===== src/rtl/avi_pkg.sv =====
// Shared constants and types for the video info packet generator.
// Assumes a fixed packet layout: header, one check byte, then payload.
package avi_pkg;
    localparam int HDR_LEN     = 3;
    localparam int PAYLOAD_LEN = 13;
    localparam int PKT_LEN     = HDR_LEN + 1 + PAYLOAD_LEN;
    localparam int IDX_W       = $clog2(PKT_LEN);
    localparam int CSUM_POS    = HDR_LEN;

    localparam logic [7:0] PKT_TYPE = 8'h82;
    localparam logic [7:0] PKT_VER  = 8'h02;

    typedef enum logic [1:0] {
        TXM_OFF   = 2'd0,
        TXM_ONCE  = 2'd1,
        TXM_EVERY = 2'd2,
        TXM_RSVD  = 2'd3
    } txm_e;

    typedef struct packed {
        logic [7:0] vic;
        logic [1:0] aspect;
        logic [1:0] colour;
    } avi_cfg_t;
endpackage


===== src/rtl/avi_cfg_reg.sv =====
// Holds the packet configuration for the duration of one packet.
// Assumes load is a single-cycle strobe issued only when a packet starts.
module avi_cfg_reg
    import avi_pkg::*;
(
    input  logic     clk,
    input  logic     rst_n,
    input  logic     load,
    input  avi_cfg_t cfg_d,
    output avi_cfg_t cfg_q
);
    // Capture the live configuration at packet start.
    always_ff @(posedge clk) begin
        if (!rst_n)
            cfg_q <= '0;
        else if (load)
            cfg_q <= cfg_d;
    end
endmodule


===== src/rtl/avi_byte_pack.sv =====
// Maps a byte index to the packet byte for a given configuration and
// computes the check byte so that all bytes sum to zero modulo 256.
// Assumes idx is below PKT_LEN whenever the output is used.
module avi_byte_pack
    import avi_pkg::*;
(
    input  avi_cfg_t         cfg,
    input  logic [IDX_W-1:0] idx,
    output logic [7:0]       byte_o
);
    localparam logic [7:0] PKT_LENGTH = 8'(PAYLOAD_LEN);

    logic [7:0] hdr [HDR_LEN];
    logic [7:0] pay [PAYLOAD_LEN];
    logic [7:0] sum8;
    logic [7:0] csum;
    logic [IDX_W-1:0] pay_idx;

    assign hdr[0] = PKT_TYPE;
    assign hdr[1] = PKT_VER;
    assign hdr[2] = PKT_LENGTH;

    // Payload field placement, one byte per generate iteration.
    genvar g;
    generate
        for (g = 0; g < PAYLOAD_LEN; g++) begin : g_pay
            if (g == 0) begin : g_fmt
                assign pay[g] = {1'b0, cfg.colour, 1'b1, 2'b00, 1'b1, 1'b0};
            end else if (g == 1) begin : g_asp
                assign pay[g] = {2'b00, cfg.aspect, 4'h8};
            end else if (g == 3) begin : g_vic
                assign pay[g] = cfg.vic;
            end else begin : g_zero
                assign pay[g] = 8'h00;
            end
        end
    endgenerate

    // Modulo-256 sum of header and payload.
    always_comb begin
        sum8 = 8'h00;
        for (int i = 0; i < HDR_LEN; i++)
            sum8 = sum8 + hdr[i];
        for (int j = 0; j < PAYLOAD_LEN; j++)
            sum8 = sum8 + pay[j];
    end

    assign csum    = 8'h00 - sum8;
    assign pay_idx = idx - IDX_W'(CSUM_POS + 1);

    // Select the byte for the current position.
    always_comb begin
        if (idx < IDX_W'(HDR_LEN))
            byte_o = hdr[idx[1:0]];
        else if (idx == IDX_W'(CSUM_POS))
            byte_o = csum;
        else if (pay_idx < IDX_W'(PAYLOAD_LEN))
            byte_o = pay[pay_idx];
        else
            byte_o = 8'h00;
    end
endmodule


===== src/rtl/avi_tx_seq.sv =====
// Decides when a packet starts, walks the byte index under the
// valid/ready handshake and records dropped send requests.
// Assumes vsync is a one-cycle strobe and mode is a steady control.
module avi_tx_seq
    import avi_pkg::*;
(
    input  logic             clk,
    input  logic             rst_n,
    input  logic             vsync,
    input  logic [1:0]       mode,
    input  logic             ready,
    output logic             busy,
    output logic [IDX_W-1:0] idx,
    output logic             last,
    output logic             load,
    output logic             overflow
);
    localparam logic [IDX_W-1:0] LAST_IDX = IDX_W'(PKT_LEN - 1);

    logic once_done;
    logic want;

    // Whether a strobe in the current mode asks for a packet.
    always_comb begin
        case (txm_e'(mode))
            TXM_EVERY: want = 1'b1;
            TXM_ONCE:  want = !once_done;
            default:   want = 1'b0;
        endcase
    end

    assign load = vsync && want && !busy;
    assign last = busy && (idx == LAST_IDX);

    // Packet-in-flight flag and byte position.
    always_ff @(posedge clk) begin
        if (!rst_n) begin
            busy <= 1'b0;
            idx  <= '0;
        end else if (load) begin
            busy <= 1'b1;
            idx  <= '0;
        end else if (busy && ready) begin
            if (last) begin
                busy <= 1'b0;
                idx  <= '0;
            end else begin
                idx <= idx + 1'b1;
            end
        end
    end

    // One-shot tracking: rearmed whenever the mode is not "once".
    always_ff @(posedge clk) begin
        if (!rst_n)
            once_done <= 1'b0;
        else if (txm_e'(mode) != TXM_ONCE)
            once_done <= 1'b0;
        else if (load)
            once_done <= 1'b1;
    end

    // Sticky record of a request lost to a packet in flight.
    always_ff @(posedge clk) begin
        if (!rst_n)
            overflow <= 1'b0;
        else if (vsync && want && busy)
            overflow <= 1'b1;
    end

    assert_idx_range_R2: assert property (@(posedge clk) disable iff (!rst_n)
        busy |-> idx <= LAST_IDX);

    assert_end_R2: assert property (@(posedge clk) disable iff (!rst_n)
        (busy && ready && last) |=> !busy);

    assert_start_R7: assert property (@(posedge clk) disable iff (!rst_n)
        (!busy && vsync && mode == 2'd2) |=> (busy && idx == '0));

    assert_off_quiet_R8: assert property (@(posedge clk) disable iff (!rst_n)
        (!busy && (mode == 2'd0 || mode == 2'd3)) |=> !busy);

    assert_hold_idx_R10: assert property (@(posedge clk) disable iff (!rst_n)
        (busy && !ready) |=> (busy && idx == $past(idx)));

    assert_drop_R12: assert property (@(posedge clk) disable iff (!rst_n)
        (busy && vsync && mode == 2'd2) |=> overflow);

    assert_sticky_R12: assert property (@(posedge clk) disable iff (!rst_n)
        overflow |=> overflow);
endmodule


===== src/rtl/avi_pkt_gen.sv =====
// Video info packet generator top: captures the configuration at
// packet start and streams the 17-byte packet over valid/ready.
// Assumes the downstream sink keeps tx_ready meaningful every cycle.
module avi_pkt_gen
    import avi_pkg::*;
(
    input  logic       clk,
    input  logic       rst_n,
    input  logic       vsync_pulse,
    input  logic [1:0] tx_mode,
    input  logic [7:0] vic,
    input  logic [1:0] aspect_sel,
    input  logic [1:0] colour_sel,
    input  logic       tx_ready,
    output logic       tx_valid,
    output logic [7:0] tx_data,
    output logic       tx_last,
    output logic       overflow
);
    avi_cfg_t         cfg_live;
    avi_cfg_t         cfg_held;
    logic             load;
    logic             busy;
    logic [IDX_W-1:0] idx;

    assign cfg_live = '{vic: vic, aspect: aspect_sel, colour: colour_sel};

    avi_tx_seq u_seq (
        .clk      (clk),
        .rst_n    (rst_n),
        .vsync    (vsync_pulse),
        .mode     (tx_mode),
        .ready    (tx_ready),
        .busy     (busy),
        .idx      (idx),
        .last     (tx_last),
        .load     (load),
        .overflow (overflow)
    );

    avi_cfg_reg u_cfg (
        .clk   (clk),
        .rst_n (rst_n),
        .load  (load),
        .cfg_d (cfg_live),
        .cfg_q (cfg_held)
    );

    avi_byte_pack u_pack (
        .cfg    (cfg_held),
        .idx    (idx),
        .byte_o (tx_data)
    );

    assign tx_valid = busy;

    assert_reset_R1: assert property (@(posedge clk)
        !rst_n |=> (!tx_valid && !overflow));

    assert_stall_data_R10: assert property (@(posedge clk) disable iff (!rst_n)
        (tx_valid && !tx_ready) |=> (tx_valid && $stable(tx_data)));

    assert_first_byte_R2: assert property (@(posedge clk) disable iff (!rst_n)
        $rose(tx_valid) |-> tx_data == PKT_TYPE);
endmodule


===== config.mk =====
export PLATFORM = sky130hd
export DESIGN_NAME = avi_pkt_gen
export DESIGN_NICKNAME = d
export VERILOG_FILES = /design/src/rtl/avi_pkg.sv /design/src/rtl/avi_cfg_reg.sv /design/src/rtl/avi_byte_pack.sv /design/src/rtl/avi_tx_seq.sv /design/src/rtl/avi_pkt_gen.sv
export SDC_FILE = /design/constraint.sdc
export NUM_CORES = 1
export LEC_CHECK = 0
export ABC_AREA = 1
export CAP_MARGIN = 20
export CORE_MARGIN = 1
export CORE_UTILIZATION = 45
export DETAILED_ROUTE_END_ITERATION = 6
export GPL_ROUTABILITY_DRIVEN = 1
export HOLD_SLACK_MARGIN = 0.12
export PLACE_DENSITY = 0.82
export SYNTH_ARGS = -nofsm -noshare
export SYNTH_HDL_FRONTEND = slang
export SYNTH_SLANG_ARGS = --single-unit

===== constraint.sdc =====
create_clock -name clk -period 5.31 [get_ports clk]
set_clock_uncertainty 0.15 [all_clocks]
set_input_delay 1.062 -clock clk [delete_from_list [all_inputs] [get_ports clk]]
set_output_delay 1.062 -clock clk [all_outputs]
set_load 0.005 [all_outputs]

==> insert_results.sql, run 1 <==
INSERT INTO impl_metrics (metric_group, metric, value, unit) VALUES
('power_and_ir_drop', 'power.density_cell_area', '200.4', 'nW/um^2'),
('power_and_ir_drop', 'cellInternalPower', '0.0002688', 'W'),
('floorplanning', 'die_extent_in_y', '58.67', 'um'),
('sta', 'fin_crit_sh', '76.40', '%'),
('sta', 'achievable-frequency', '246.5', 'MHz'),
('yosys', 'synth_largest_type_area_fraction', '27.71', '%'),
('sta', 'layout_min_cycle_time', '4.057', 'ns'),
('sta', 'report.final.hold_viol_count', '0', ''),
('drt', 'wire_per_inst', '10.67', 'um'),
('clocking', 'post_cts.resized_instances', '0', ''),
('finish', 'area_growth', '25.89', '%'),
('flow_run', 'max_cap_violations', '0', ''),
('drt', 'initialDrtViolationCount', '49', ''),
('finish', 'final_area', '1819', 'um^2'),
('critical_path', 'setup.worst_path.start_class', 'flip-flop', ''),
('clocking', 'cts_root_buf', 'sky130_fd_sc_hd__clkbuf_4', ''),
('clocking', 'cts_tree', 'done', ''),
('critical_path', 'critical_path_class', 'reg2out', ''),
('sta', 'setup_tns', '0', 'ns'),
('yosys', 'post_synth_num_cell_types', '34', ''),
('critical_path', 'critPathRequiredTime', '4.10', 'ns'),
('finish', 'filler_cell_count', '294', ''),
('yosys', 'postSynthCellCount', '199', ''),
('yosys', 'syn_nets', '233', ''),
('sta', 'maxSlewHeadroom', '66.21', '%'),
('clocking', 'h-tree-depth', '1', ''),
('clocking', 'clk_path_buf_depth', '2', ''),
('drt', 'vias_per_cell', '4.952', ''),
('grt', 'grt_pass1_vias', '1232', ''),
('finish', 'final_layout_size_suffix_gt1_share', '7.456', '%'),
('floorplanning', 'core-area', '3053', 'um^2'),
('grt', 'grt_max_degree', '29', ''),
('power_and_ir_drop', 'ir_worst_vdd', '0.00009018', 'V'),
('yosys', 'ys_ff_latch', '20', ''),
('clocking', 'clk-insertion-delay-late', '0.31', 'ns'),
('finish', 'final-instance-count-excl-fill', '272', ''),
('outcome', 'run_status', 'finished, final reports clean', ''),
('clocking', 'cts.clk_slew.worst_paths', '0.12', 'ns'),
('drt', 'route.detailed.drc', '0', ''),
('power_and_ir_drop', 'sw_frac_of_total', '26.25', '%'),
('drt', 'drt_pre_antenna_iters', '4', ''),
('yosys', 'synth_edf_count', '0', ''),
('critical_path', 'cp.arrival', '2.84', 'ns'),
('place', 'count_of_placed_standard_cells_including_taps', '268', ''),
('yosys', 'post_synth_main_area_contributors', 'sky130_fd_sc_hd__dfxtp_1 (28%), sky130_fd_sc_hd__ha_1 (10%), sky130_fd_sc_hd__inv_1 (9.9%)', ''),
('floorplanning', 'design.die.area', '3442', 'um^2'),
('power_and_ir_drop', 'cellLeakagePower', '0.7864', 'nW'),
('place', 'port_buffer_count', '28', ''),
('finish', 'multiInputGateArea', '884.6', 'um^2'),
('yosys', 'share_of_async_settable_or_async_resettable_flops_after_synthesis', '0', '%'),
('grt', 'global_route.usage.total', '18.96', '%'),
('yosys', 'yosysTopAreaCell', 'sky130_fd_sc_hd__dfxtp_1', ''),
('floorplanning', 'starting_utilization_of_the_core_area', '47.34', '%'),
('power_and_ir_drop', 'p_comb_share', '20.8', '%'),
('floorplanning', 'rows', '20', ''),
('sta', 'slew_violations', '0', ''),
('floorplanning', 'top_level_ports', '29', ''),
('finish', 'ff_latch_area', '400.4', 'um^2'),
('power_and_ir_drop', 'pwr-share-seq', '44.4', '%'),
('worst_hold_path', 'hp-class', 'reg2reg', ''),
('yosys', 'synthesis.yosys.warnings', '0', ''),
('grt', 'grt.overflow.total', '0', ''),
('place', 'post_dp_cell_area', '1767', 'um^2'),
('finish', 'n_antenna_cell', '0', ''),
('place', 'post_place_setup_slack', '1.598', 'ns'),
('critical_path', 'critPathSlowestCell', 'sky130_fd_sc_hd__clkdlybuf4s50_1', ''),
('yosys', 'seq_area_frac_synth', '27.71', '%'),
('finish', 'fin_nets', '263', ''),
('drt', 'drtAntennaViolNets', '0', ''),
('critical_path', 'path_cells', 'ha_1 -> inv_1 -> fa_1 -> ha_1 -> inv_1 -> o21bai_1 -> inv_1 -> nand3b_1 -> nand3_1 -> a21oi_1 -> clkdlybuf4s50_1', ''),
('clocking', 'cts.repair_timing.setup_buffer_count', '0', '');
worst max-delay path, delay by kind of cell, from the launching register on:
| family | cells | cell delay (ns) |
|---|---|---|
| flops | 1 | 0.33 |
| fa+ha+maj | 3 | 1.04 |
| buf+inv | 4 | 0.73 |
| compound gates | 2 | 0.29 |
| simple gates | 2 | 0.15 |
flip-flops by register name, summed over array words and instances, names as in the netlist:
signal,flops
u_seq.idx,5
u_seq.busy,1
u_cfg.cfg_q,12
u_seq.overflow,1
u_seq.once_done,1
logic make-up after synthesis:
family / share of synthesized area, %
fa+ha+maj: 15.93
xor+xnor: 2.425
compound gates: 20.43
simple gates: 22.43
buf+inv: 11.08
flops: 27.71
power by group through the flow:
stage / combinational [W] / sequential (W) / clock (W)
floorplan: 0.0000506 / 0.000164 / 0
global placement: 0.0000733 / 0.000165 / 0
detailed placement: 0.0000759 / 0.000165 / 0
CTS: 0.0000765 / 0.000162 / 0.000129
global route: 0.0000869 / 0.000163 / 0.000135
finish: 0.0000758 / 0.000162 / 0.000127
stage by stage:
| step | hold slack (ns) | total power (W) |
|---|---|---|
| 2_1_floorplan | 0.2914 | 0.0002147 |
| 3_3_place_gp | 0.2988 | 0.0002381 |
| 3_5_place_dp | 0.2981 | 0.0002411 |
| 4_1_cts | 0.3228 | 0.0003675 |
| 5_1_grt | 0.3455 | 0.0003854 |
| 6_report | 0.3211 | 0.0003645 |
placed cells by master (no fill, tap or decap), types with 2 or more instances in the layout:
cell                              count
sky130_fd_sc_hd__nand2_4              2
sky130_fd_sc_hd__nor2_1              13
sky130_fd_sc_hd__inv_1               38
sky130_fd_sc_hd__a21oi_1             22
sky130_fd_sc_hd__nand3_2              2
sky130_fd_sc_hd__clkbuf_4             3
sky130_fd_sc_hd__clkdlybuf4s50_1     28
sky130_fd_sc_hd__nand2_1             30
sky130_fd_sc_hd__fa_1                 4
sky130_fd_sc_hd__nand3_1              7
sky130_fd_sc_hd__xor2_1               3
sky130_fd_sc_hd__o21ai_1              2
sky130_fd_sc_hd__dfxtp_1             20
sky130_fd_sc_hd__o21ai_0             22
sky130_fd_sc_hd__ha_1                12
routing by layer:
| layer | track usage, % | routed length, um | part of all wire (%) | up-vias |
|---|---|---|---|---|
| met2 | 32.68 | 1344 | 46 | 32 |
| li1 | - | - | - | 703 |
| met3 | 1.319 | 97 | 3.3 | 7 |
| met5 | 0 | 0 | 0 | - |
| met4 | 10.20 | 74 | 2.6 | 0 |
| met1 | 23.67 | 1386 | 48 | 605 |
layout make-up:
| class | count | share of cell area, % |
|---|---|---|
| sequential | 20 | 22.01 |
| multi-input combinational | 137 | 48.62 |
| timing repair buffer | 28 | 15.41 |
| clock buffer | 3 | 1.238 |
| clock inverter | 1 | 1.651 |
| tap | 44 | 3.026 |
| inverter | 39 | 8.047 |
final timing paths:
check / from / endpoint / slack (ns) / depth (start not counted)
worst max register to register: u_seq.idx[1] / u_seq.idx[0] / 3.61 / 7
worst max-delay path: u_cfg.cfg_q[0] / tx_data[6] / 1.25 / 11
worst min register to register: u_seq.overflow / u_seq.overflow / 0.32 / 2
worst min-delay path: u_seq.overflow / u_seq.overflow / 0.32 / 2
(Power assumes the default switching activity.)
==> run 2, diff against run 1 <==
==> constraint.sdc (replaced) <==
create_clock -name clk -period 4.1 [get_ports clk]
set_clock_uncertainty 0.15 [all_clocks]
set_input_delay 0.82 -clock clk [delete_from_list [all_inputs] [get_ports clk]]
set_output_delay 0.82 -clock clk [all_outputs]
set_load 0.005 [all_outputs]
==> run 2 against run 1 <==
  * Sequential cell count unchanged
  * Register-to-register slack got worse by 1.2 ns
  * Final cell count unchanged
  * Clock power rose by 28%
  * Via count fell by 2.4%
  * Global-route usage fell by 0.46 points
  * First-iteration DRC count is 24% lower
  * Routed wire length decreased by 4.2%
  * Setup slack worse by 0.96 ns
  * Sequential share of layout area is the same
  * Die area unchanged
  * Core utilization unchanged
  * Critical path type unchanged
==> insert_results.sql, run 2 (synthesis gave the netlist of run 1 again) <==
INSERT INTO impl_metrics (metric_group, metric, value, unit) VALUES
('sta', 'slew_violations', '0', ''),
('floorplanning', 'top_level_ports', '29', ''),
('finish', 'final_common_cell', 'sky130_fd_sc_hd__inv_1', ''),
('critical_path', 'cp.arrival', '2.83', 'ns'),
('sta', 'fin_ws', '0.2980', 'ns'),
('drt', 'detail_route.wirelength', '2779', 'um'),
('sta', 'tightestPinTransition', '0.5131', 'ns'),
('grt', 'grt_max_degree', '29', ''),
('floorplanning', 'rows', '20', ''),
('sta', 'final-setup-viol-count', '0', ''),
('clocking', 'cts.repair_timing.setup_buffer_count', '0', ''),
('sta', 'maxSlewHeadroom', '65.61', '%'),
('clocking', 'cts_root_buf', 'sky130_fd_sc_hd__clkbuf_4', ''),
('flow_run', 'max_cap_violations', '0', ''),
('place', 'port_buffer_count', '28', ''),
('floorplanning', 'design.die.area', '3442', 'um^2'),
('outcome', 'run_status', 'finished, final reports clean', ''),
('sta', 'grt_setup_unrepaired', 'no', ''),
('critical_path', 'critical_path_class', 'reg2out', ''),
('floorplanning', 'die_extent_in_y', '58.67', 'um'),
('drt', 'num_vias', '1315', ''),
('finish', 'filler_cell_count', '295', ''),
('finish', 'finalCoreUtilization', '59.59', '%'),
('critical_path', 'critical_path.endpoint_type', 'output pin', ''),
('grt', 'antenna_violations_before_repair', '0', ''),
('finish', 'largest_register_ff_count', '12', ''),
('clocking', 'cts_hold_repair_buffers', '0', ''),
('finish', 'most-common-layout-cells', 'sky130_fd_sc_hd__inv_1 (38), sky130_fd_sc_hd__nand2_1 (30), sky130_fd_sc_hd__clkdlybuf4s50_1 (28), sky130_fd_sc_hd__a21oi_1 (22), sky130_fd_sc_hd__o21ai_0 (22)', ''),
('clocking', 'h-tree-depth', '1', ''),
('finish', 'n_antenna_cell', '0', ''),
('floorplanning', 'core-area', '3053', 'um^2'),
('power_and_ir_drop', 'power', '0.0004695', 'W'),
('finish', 'final_layout_size_suffix_gt1_share', '7.456', '%'),
('sta', 'fin_crit_sh', '92.73', '%'),
('floorplanning', 'starting_utilization_of_the_core_area', '47.34', '%'),
('place', 'post_place_setup_slack', '0.6399', 'ns'),
('place', 'post_dp_cell_area', '1767', 'um^2'),
('drt', 'route.detailed.drc', '0', ''),
('drt', 'drtAntennaViolNets', '0', ''),
('floorplanning', 'die_x', '58.67', 'um'),
('drt', 'drt_pre_antenna_iters', '4', ''),
('worst_hold_path', 'hp-class', 'reg2reg', ''),
('power_and_ir_drop', 'ir_worst_vdd', '0.0001386', 'V'),
('sta', 'layout_min_cycle_time', '3.802', 'ns'),
('clocking', 'clk_path_buf_depth', '2', ''),
('power_and_ir_drop', 'cellLeakagePower', '0.7864', 'nW'),
('place', 'detailedPlacementHpwl', '2221', 'um'),
('grt', 'grt.overflow.total', '0', ''),
('critical_path', 'worstPathMaxFanout', '3', ''),
('sta', 'report.final.hold_viol_count', '0', ''),
('drt', 'vias_per_cell', '4.835', ''),
('clocking', 'cts_tree', 'done', ''),
('finish', 'regMostFlops', 'u_cfg.cfg_q', ''),
('finish', 'biggestRegsByFlops', 'u_cfg.cfg_q x12, u_seq.idx x5', ''),
('sta', 'setup_tns', '0', 'ns'),
('critical_path', 'critPathRequiredTime', '3.13', 'ns'),
('clocking', 'cts.clk_slew.worst_paths', '0.12', 'ns'),
('sta', 'achievable-frequency', '263.0', 'MHz'),
('drt', 'wire_per_inst', '10.22', 'um'),
('clocking', 'post_cts.resized_instances', '0', ''),
('finish', 'area_growth', '25.89', '%'),
('power_and_ir_drop', 'power.density_cell_area', '258.1', 'nW/um^2'),
('grt', 'global_route.usage.total', '18.49', '%'),
('finish', 'fin_nets', '263', ''),
('clocking', 'cts_num_sinks', '20', ''),
('clocking', 'clk-insertion-delay-late', '0.30', 'ns'),
('clocking', 'cts_made_buffers', '3', ''),
('critical_path', 'setup.worst_path.start_class', 'flip-flop', ''),
('finish', 'final_area', '1819', 'um^2'),
('place', 'gp_routability_congestion', '0.8448', ''),
('drt', 'initialDrtViolationCount', '37', ''),
('finish', 'multiInputGateArea', '884.6', 'um^2'),
('grt', 'grt_pass1_vias', '1209', ''),
('finish', 'ff_latch_area', '400.4', 'um^2'),
('grt', 'wire_length_of_the_first_global_routing_pass', '4926', 'um');
run 2: cell type report:
type                    count  share of cell area [%]
clock buffers               3                   1.238
clock inverters             1                   1.651
inverters                  39                   8.047
multi-input cells         137                   48.62
flip-flops and latches     20                   22.01
well taps                  44                   3.026
repair buffers             28                   15.41
run 2: worst max-delay path: stages, from the launching register on:
cell                              delay, ns
sky130_fd_sc_hd__dfxtp_1               0.33
sky130_fd_sc_hd__ha_1                  0.29
sky130_fd_sc_hd__inv_1                 0.07
sky130_fd_sc_hd__fa_1                  0.42
sky130_fd_sc_hd__ha_1                  0.33
sky130_fd_sc_hd__inv_1                 0.07
sky130_fd_sc_hd__o21bai_1              0.14
sky130_fd_sc_hd__inv_1                 0.07
sky130_fd_sc_hd__nand3b_1              0.08
sky130_fd_sc_hd__nand3_1               0.07
sky130_fd_sc_hd__a21oi_1               0.15
sky130_fd_sc_hd__clkdlybuf4s50_1       0.51
run 2: per-layer routing:
metal / GRT usage (%) / wire [um] / share of wire, % / vias up
li1: - / - / - / 698
met1: 24.49 / 1366 / 49 / 579
met2: 30.05 / 1243 / 45 / 32
met3: 2.637 / 111 / 4.0 / 6
met4: 8.163 / 57 / 2.1 / 0
met5: 0 / 0 / 0 / -
run 2: stage by stage:
stage | std cells | hold slack (ns)
after global placement | 268 | 0.2988
after floorplan | 199 | 0.2914
after CTS | 272 | 0.3229
after global routing | 272 | 0.3523
after detailed placement | 268 | 0.2985
final | 272 | 0.3178
run 2: path summary, 6_finish.rpt:
path,end,slack (ns),startpoint,cells after the start
worst min register to register,u_seq.overflow,0.32,u_seq.overflow,2
worst max-delay path,tx_data[6],0.30,u_cfg.cfg_q[0],11
worst min-delay path,u_seq.overflow,0.32,u_seq.overflow,2
worst max register to register,u_seq.idx[0],2.42,u_seq.idx[1],7
run 2: power breakdown:
part / internal (W) / total [W] / switching [W] / leakage [nW]
Combinational: 0.0000460 / 0.0000982 / 0.0000522 / 0.596
Clock: 0.0000988 / 0.000162 / 0.0000630 / 0.0279
Sequential: 0.000203 / 0.000210 / 0.00000640 / 0.163
Total: 0.000348 / 0.000470 / 0.000122 / 0.786
==> run 3, diff against run 2 <==
--- a/config.mk
+++ b/config.mk
@@ -11,6 +11,7 @@
 export CORE_UTILIZATION = 45
 export DETAILED_ROUTE_END_ITERATION = 6
 export GPL_ROUTABILITY_DRIVEN = 1
+export GPL_TIMING_DRIVEN = 0
 export HOLD_SLACK_MARGIN = 0.12
 export PLACE_DENSITY = 0.82
 export SYNTH_ARGS = -nofsm -noshare
==> run 3 against run 2 <==
  * Critical path type unchanged
  * Clock power fell by 42%
  * Global-route usage grew 2.2 points
  * Die area unchanged
  * Final area fell by 0.89%
  * Largest power group unchanged
  * Largest cell class unchanged
==> insert_results.sql, run 3 (synthesis gave the netlist of run 1 again) <==
INSERT INTO impl_metrics (metric_group, metric, value, unit) VALUES
('sta', 'slew_violations', '0', ''),
('critical_path', 'path_cells', 'ha_1 -> inv_1 -> fa_1 -> ha_1 -> inv_1 -> o21bai_1 -> inv_1 -> nand3b_1 -> nand3_1 -> a21oi_1 -> clkdlybuf4s50_1', ''),
('drt', 'drt_pre_antenna_iters', '4', ''),
('sta', 'layout_min_cycle_time', '3.784', 'ns'),
('grt', 'grt.overflow.total', '0', ''),
('finish', 'regMostFlops', 'u_cfg.cfg_q', ''),
('clocking', 'post_cts.resized_instances', '0', ''),
('critical_path', 'critical_path.endpoint_type', 'output pin', ''),
('critical_path', 'critPathMostFrequentCell', 'sky130_fd_sc_hd__inv_1', ''),
('sta', 'tightestPinTransition', '0.4000', 'ns'),
('clocking', 'cts_tree', 'done', ''),
('critical_path', 'critical_path.max_stage_delay', '0.51', 'ns'),
('place', 'port_buffer_count', '28', ''),
('sta', 'fin_crit_sh', '92.29', '%'),
('drt', 'detail_route.wirelength', '2979', 'um'),
('grt', 'grt_max_degree', '11', ''),
('floorplanning', 'rows', '20', ''),
('clocking', 'cts_root_buf', 'sky130_fd_sc_hd__clkbuf_4', ''),
('power_and_ir_drop', 'power', '0.0004023', 'W'),
('finish', 'area_growth', '24.76', '%'),
('critical_path', 'cp.arrival', '2.81', 'ns'),
('sta', 'achievable-frequency', '264.3', 'MHz'),
('sta', 'final-setup-viol-count', '0', ''),
('drt', 'wire_per_inst', '10.87', 'um'),
('grt', 'wire_length_of_the_first_global_routing_pass', '5299', 'um'),
('grt', 'grt_pass1_vias', '1181', ''),
('floorplanning', 'design.die.area', '3442', 'um^2'),
('critical_path', 'critPathSlowestCell', 'sky130_fd_sc_hd__clkdlybuf4s50_1', ''),
('finish', 'largest_register_ff_count', '12', ''),
('critical_path', 'cp.buffers_inverters', '4', ''),
('outcome', 'run_status', 'finished, final reports clean', ''),
('sta', 'report.final.hold_viol_count', '0', ''),
('finish', 'final-instance-count-excl-fill', '274', ''),
('finish', 'most-common-layout-cells', 'sky130_fd_sc_hd__inv_1 (38), sky130_fd_sc_hd__nand2_1 (30), sky130_fd_sc_hd__clkdlybuf4s50_1 (28), sky130_fd_sc_hd__a21oi_1 (22), sky130_fd_sc_hd__o21ai_0 (22)', ''),
('power_and_ir_drop', 'power.density_cell_area', '223.2', 'nW/um^2'),
('sta', 'setup_tns', '0', 'ns'),
('place', 'count_of_placed_standard_cells_including_taps', '271', ''),
('drt', 'drtAntennaViolNets', '0', ''),
('finish', 'biggestRegsByFlops', 'u_cfg.cfg_q x12, u_seq.idx x5', ''),
('clocking', 'clk-insertion-delay-late', '0.30', 'ns'),
('clocking', 'cts.clk_slew.worst_paths', '0.11', 'ns'),
('clocking', 'cts.repair_timing.setup_buffer_count', '0', ''),
('clocking', 'cts_hold_repair_buffers', '0', ''),
('floorplanning', 'die_extent_in_y', '58.67', 'um'),
('floorplanning', 'die_x', '58.67', 'um'),
('clocking', 'cts_made_buffers', '3', ''),
('finish', 'finalCoreUtilization', '59.06', '%'),
('sta', 'fin_ws', '0.3160', 'ns'),
('critical_path', 'setup.worst_path.start_class', 'flip-flop', ''),
('critical_path', 'critPathRequiredTime', '3.13', 'ns'),
('place', 'post_place_setup_slack', '0.6718', 'ns'),
('floorplanning', 'top_level_ports', '29', ''),
('drt', 'vias_per_cell', '4.898', ''),
('clocking', 'cts_num_sinks', '20', ''),
('flow_run', 'max_cap_violations', '0', ''),
('finish', 'final_layout_size_suffix_gt1_share', '7.826', '%'),
('place', 'detailedPlacementHpwl', '2324', 'um'),
('clocking', 'h-tree-depth', '1', ''),
('sta', 'grt_setup_unrepaired', 'no', ''),
('power_and_ir_drop', 'cellLeakagePower', '0.7787', 'nW'),
('grt', 'antenna_violations_before_repair', '0', ''),
('finish', 'fin_nets', '266', ''),
('finish', 'n_antenna_cell', '0', ''),
('critical_path', 'worstPathMaxFanout', '3', ''),
('grt', 'global_route.usage.total', '20.67', '%'),
('floorplanning', 'core-area', '3053', 'um^2'),
('sta', 'maxSlewHeadroom', '73.30', '%'),
('worst_hold_path', 'hp-class', 'reg2reg', ''),
('critical_path', 'critical-path-top-delay-family', 'adder cells', ''),
('drt', 'route.detailed.drc', '0', ''),
('finish', 'final_common_cell', 'sky130_fd_sc_hd__inv_1', ''),
('critical_path', 'critical_path_class', 'reg2out', ''),
('power_and_ir_drop', 'ir_worst_vdd', '0.0001502', 'V'),
('drt', 'initialDrtViolationCount', '60', ''),
('floorplanning', 'starting_utilization_of_the_core_area', '47.34', '%'),
('drt', 'num_vias', '1342', ''),
('place', 'gp_routability_congestion', '0.8836', ''),
('clocking', 'clk_path_buf_depth', '2', '');
[run 3: changes by cell type in the layout (fill, tap and decap cells not counted), sizes merged]
cell    before  now
bufinv       1    0
buf          0    3
[run 3: final timing paths]
path                  startpoint        endpoint  slack, ns  cells after the start
setup / recovery  u_cfg.cfg_q[0]      tx_data[6]       0.32                     11
hold / removal    u_seq.overflow  u_seq.overflow       0.31                      2
setup reg to reg    u_seq.idx[1]    u_seq.idx[0]       2.44                      7
hold reg to reg   u_seq.overflow  u_seq.overflow       0.31                      2
[run 3: layout make-up]
| type | count | area (um^2) |
|---|---|---|
| clock buffers | 3 | 22.52 |
| well taps | 44 | 55.05 |
| fillers | 293 | 1250 |
| flip-flops and latches | 20 | 400.4 |
| plain buffers | 3 | 13.76 |
| inverters | 39 | 146.4 |
| repair buffers | 28 | 280.3 |
| multi-input cells | 137 | 884.6 |
[run 3: worst min-delay path, stage by stage (launching register included)]
cell                      delay, ns
sky130_fd_sc_hd__dfxtp_1       0.33
sky130_fd_sc_hd__inv_1         0.05
sky130_fd_sc_hd__a21oi_1       0.05
[run 3: metrics by stage]
step | hold WS, ns | area (um^2)
floorplan | 0.2914 | 1445
global placement | 0.2990 | 1780
detailed placement | 0.2956 | 1780
CTS | 0.3156 | 1803
global route | 0.3541 | 1803
finish | 0.3115 | 1803
[run 3: layer usage]
metal  part of all wire, %  wire length (um)  GRT usage [%]
met3                   2.7                80          2.857
met4                   2.2                65          10.20
met1                    51              1505          28.14
met2                    45              1328          32.18
met5                     0                 0              0
[run 3: power by group]
part           switching (W)   total, W  internal, W
Combinational      0.0000529  0.0000998    0.0000469
Sequential        0.00000628   0.000209     0.000203
Clock              0.0000589  0.0000932    0.0000343
